$ cat config.mk
export PLATFORM = sky130hd
export DESIGN_NAME = wiper_pos_reg
export DESIGN_NICKNAME = d
export VERILOG_FILES = /design/src/rtl/wpr_pkg.sv /design/src/rtl/wpr_load_arb.sv /design/src/rtl/wpr_step.sv /design/src/rtl/wpr_tap_decode.sv /design/src/rtl/wiper_pos_reg.sv
export SDC_FILE = /design/constraint.sdc
export NUM_CORES = 1
export LEC_CHECK = 0
export ABC_AREA = 1
export BUFFER_PORTS_ARGS = -buffer_cell sky130_fd_sc_hd__buf_2
export CORE_ASPECT_RATIO = 0.75
export CORE_UTILIZATION = 30
export DETAILED_ROUTE_END_ITERATION = 6
export PLACE_DENSITY = 0.7
export SYNTH_ARGS = -nofsm -noshare
export SYNTH_HDL_FRONTEND = slang
export SYNTH_SLANG_ARGS = --single-unit
$ cat constraint.sdc
create_clock -name clk -period 1.8 [get_ports clk]
set_input_delay 0.09 -clock clk [delete_from_list [all_inputs] [get_ports clk]]
set_output_delay 0.09 -clock clk [all_outputs]
set_load 0.005 [all_outputs]
$ cat src/rtl/wpr_pkg.sv
package wpr_pkg;
  typedef enum logic [2:0] {
    SRC_HOLD,
    SRC_RECALL,
    SRC_XFER,
    SRC_WRITE,
    SRC_STEP
  } wpr_src_e;
endpackage

$ cat src/rtl/wpr_load_arb.sv
module wpr_load_arb
  import wpr_pkg::*;
(
  input  logic     recall,
  input  logic     xfer,
  input  logic     wr,
  input  logic     step,
  output wpr_src_e src
);
  // fixed priority: recall > transfer > write > step
  always_comb begin
    if (recall)    src = SRC_RECALL;
    else if (xfer) src = SRC_XFER;
    else if (wr)   src = SRC_WRITE;
    else if (step) src = SRC_STEP;
    else           src = SRC_HOLD;
  end
endmodule

$ cat src/rtl/wpr_step.sv
module wpr_step #(
  parameter int POS_W = 6
) (
  input  logic [POS_W-1:0] cur,
  input  logic             up,
  output logic [POS_W-1:0] nxt
);
  localparam logic [POS_W-1:0] TOP = {POS_W{1'b1}};
  localparam logic [POS_W-1:0] BOT = '0;
  localparam logic [POS_W-1:0] ONE = {{(POS_W-1){1'b0}}, 1'b1};

  always_comb begin
    if (up) nxt = (cur == TOP) ? cur : cur + ONE;
    else    nxt = (cur == BOT) ? cur : cur - ONE;
  end
endmodule

$ cat src/rtl/wpr_tap_decode.sv
module wpr_tap_decode #(
  parameter int POS_W = 6,
  localparam int TAPS = 1 << POS_W
) (
  input  logic [POS_W-1:0] pos,
  output logic [TAPS-1:0]  tap
);
  for (genvar i = 0; i < TAPS; i++) begin : g_tap
    localparam logic [POS_W-1:0] IDX = i[POS_W-1:0];
    assign tap[i] = (pos == IDX);
  end
endmodule

$ cat src/rtl/wiper_pos_reg.sv
module wiper_pos_reg
  import wpr_pkg::*;
#(
  parameter int POS_W = 6,
  localparam int TAPS = 1 << POS_W
) (
  input  logic             clk,
  input  logic             rst_n,
  input  logic             recall_req,
  input  logic [POS_W-1:0] dr0_val,
  input  logic             xfer_load,
  input  logic [POS_W-1:0] xfer_val,
  input  logic             wr_load,
  input  logic [POS_W-1:0] wr_val,
  input  logic             step_en,
  input  logic             step_up,
  output logic [POS_W-1:0] pos,
  output logic [TAPS-1:0]  tap_sel
);
  logic             recall_pend;
  logic [POS_W-1:0] step_nxt;
  logic [POS_W-1:0] pos_nxt;
  wpr_src_e         src;

  // power-up recall pending for exactly the first cycle after reset
  always_ff @(posedge clk or negedge rst_n) begin
    if (!rst_n) recall_pend <= 1'b1;
    else        recall_pend <= 1'b0;
  end

  wpr_load_arb u_arb (
    .recall (recall_pend | recall_req),
    .xfer   (xfer_load),
    .wr     (wr_load),
    .step   (step_en),
    .src    (src)
  );

  wpr_step #(.POS_W(POS_W)) u_step (
    .cur (pos),
    .up  (step_up),
    .nxt (step_nxt)
  );

  always_comb begin
    unique case (src)
      SRC_RECALL: pos_nxt = dr0_val;
      SRC_XFER:   pos_nxt = xfer_val;
      SRC_WRITE:  pos_nxt = wr_val;
      SRC_STEP:   pos_nxt = step_nxt;
      default:    pos_nxt = pos;
    endcase
  end

  always_ff @(posedge clk or negedge rst_n) begin
    if (!rst_n) pos <= '0;
    else        pos <= pos_nxt;
  end

  wpr_tap_decode #(.POS_W(POS_W)) u_dec (
    .pos (pos),
    .tap (tap_sel)
  );
endmodule

==> results.yml <==
status:
  status: "completed"
grt:
  antenna_found_initial: 0
  grt_overflow: 0
  grt_first_pass_wirelength_mm: 5.92
  grt_pass1_vias: 1300
  track_usage_pct: 19.4
  grt_max_degree: 17
cts:
  post_cts_buffers: 0
  cts_buffer_depth: 2
  cts_root_buf: "clkbuf_8"
  cts_sinks: 7
  insertion_delay_ps: 230
  cts_max_level: 1
  numCtsBuffers: 3
  cts_tree: "done"
  clk_pin_slew_worst_paths_ps: 40
drt:
  antenna_left: 0
  vias: 1693
  post_drt_wl_per_cell_um: 11.1
  wl_mm: 4.05
  drc: 0
  vias_per_cell: 4.63
  dr.pass1.iters: 4
  drt_iter0_drc: 76
power_and_ir_drop:
  power_density_nw_per_um2: 436
  p_leak_uw: 0.00105
  ir_drop_mv: 0.378
synth:
  syn_area_um2: 1130
  synth.avg_cell_area_um2: 5.11
  yosysSeqAreaShare_pct: 15.6
  synthDistinctLibCells: 21
  synthCells: 221
  synth.net_count: 250
  ys_warn_count: 0
  synth-seq-cells: 7
sta:
  max_freq_mhz: 609
  whs_ps: 180
  worst_slew_margin_rel_pct: 64.2
  finalCritPeriodShare_pct: 91.3
  rsz0062_at_grt: "no"
  fin_crit_ps: 1640
  worst_slew_pin_slew_ps: 536
  setup-tns-final_ps: 0
  fin_skew_ps: 3.40
  hold_viol: 0
  drv_slew: 0
  setup_viol: 0
place:
  hpwl_mm: 3.34
  routabilityCongestion: 0.870
  placed_cells: 361
  port_buffers: 94
layout:
  final_nets: 346
  syn2layout_area_growth_pct: 51.2
  fin_util_pct: 49.6
  drive_above_1_share_pct: 36.1
  antenna_cells: 0
  layoutNonFillerInstCount: 366
floorplanning:
  core_area_um2: 3450
  ioPinCount: 95
  dieWidth_um: 72.9
  num_rows: 18
  die_area_um2: 4020
  initial_core_util_pct: 32.8
  die-height_um: 55.1
worst_setup_path:
  cp.required_ps: 1710
  cp.arrival_ps: 1550
  cp_max_fo: 7
  start_kind: "flip-flop"
  crit_type: "flip-flop to output pin"
  cp-end-kind: "output pin"
run:
  max_cap_viol_count: 0
hold_path:
  worstHoldPathType: "input port to flip-flop"
[cells by family after synthesis]
group / after synthesis / share of synthesized area, %
compound gates: 5 / 2.44
xor+xnor: 1 / 0.775
fa+ha+maj: 4 / 4.43
buf+inv: 25 / 9.52
flops: 7 / 15.6
other cells: 1 / 0.332
simple gates: 178 / 66.9
[routing by layer]
metal	GRT usage, %	share of wire [%]	vias to the layer above
met5	0	0	-
li1	-	-	876
met4	0.980	0	0
met1	29.7	49	740
met2	28.8	42	77
met3	3.99	9.2	0
[cell usage after synthesis (all sizes together)]
master,count,area [µm²]
nor2,79,314
nand2,63,241
nand3,31,165
inv,17,63.8
buf,8,43.8
dfrtp,6,150
ha,4,50.1
nand4,4,25.0
a21oi,2,10.0
o21ai,2,10.0
conb,1,3.75
dfstp,1,26.3
nor3,1,10.0
o21bai,1,7.51
xnor2,1,8.76
[where the power goes]
group	leakage (µW)	total, µW	switching [µW]	internal [µW]
clock network	0.0000255	219	69.0	150
logic	0.000943	319	201	118
registers	0.0000810	207	33.1	173
[state kept, by name, summed over array words and instances, names as in the netlist]
signal and flops:
pos 6, recall_pend 1
[worst paths after layout]
check / start / endpoint / slack, ps / cells after the start
worst max register to register: pos[0]$_DFFE_PN0P_ / pos[4]$_DFFE_PN0P_ / 290 / 9
worst min register to register: pos[5]$_DFFE_PN0P_ / pos[5]$_DFFE_PN0P_ / 630 / 2
min in group asynchronous: rst_n / pos[3]$_DFFE_PN0P_ / 230 / 2
max in group asynchronous: rst_n / recall_pend$_DFF_PN1_ / 1340 / 2
worst max-delay path: pos[0]$_DFFE_PN0P_ / tap_sel[28] / 160 / 5
worst min-delay path: dr0_val[2] / pos[2]$_DFFE_PN0P_ / 180 / 5
[critical path, stage by stage (launching register included)]
cell     delay (ps)
dfrtp_1         430
inv_1           150
ha_2            280
nand3_1         190
nor2_1          150
buf_2           130
[final cells by class]
type | instances | area, µm²
well taps | 50 | 62.6
clock buffers | 3 | 41.3
fillers | 405 | 1740
clock inverters | 1 | 5.00
flip-flops and latches | 7 | 176
repair buffers | 99 | 510
multi-input cells | 189 | 848
inverters | 17 | 63.8
[layout by cell type (no fill, tap or decap), types with 2 or more instances in the layout]
| cell type | Yosys | layout |
|---|---|---|
| a21oi_1 | 2 | 2 |
| buf_2 | 5 | 94 |
| buf_4 | 2 | 4 |
| clkbuf_8 | 0 | 3 |
| dfrtp_1 | 6 | 6 |
| ha_1 | 4 | 3 |
| inv_1 | 17 | 17 |
| nand2_1 | 61 | 61 |
| nand2_2 | 2 | 2 |
| nand3_1 | 29 | 29 |
| nand3_2 | 2 | 2 |
| nand4_1 | 4 | 4 |
| nor2_1 | 74 | 74 |
| nor2_2 | 4 | 4 |
| o21ai_1 | 2 | 2 |
[stage by stage]
stage	setup WS [ps]	power (µW)	area (µm²)
6_report	157	745	1710
5_1_grt	14.2	802	1710
4_1_cts	89.9	745	1710
3_5_place_dp	235	523	1650
3_3_place_gp	305	520	1650
2_1_floorplan	405	402	1130
[what timing repair did]
item                                    in CTS  in global routing
hold buffers                                 1                  0
endpoints found under the setup margin       0                  4
resized for setup                            0                  1
hold endpoints to repair                     7                  0
No activity file was read; power rests on OpenSTA's default activity.
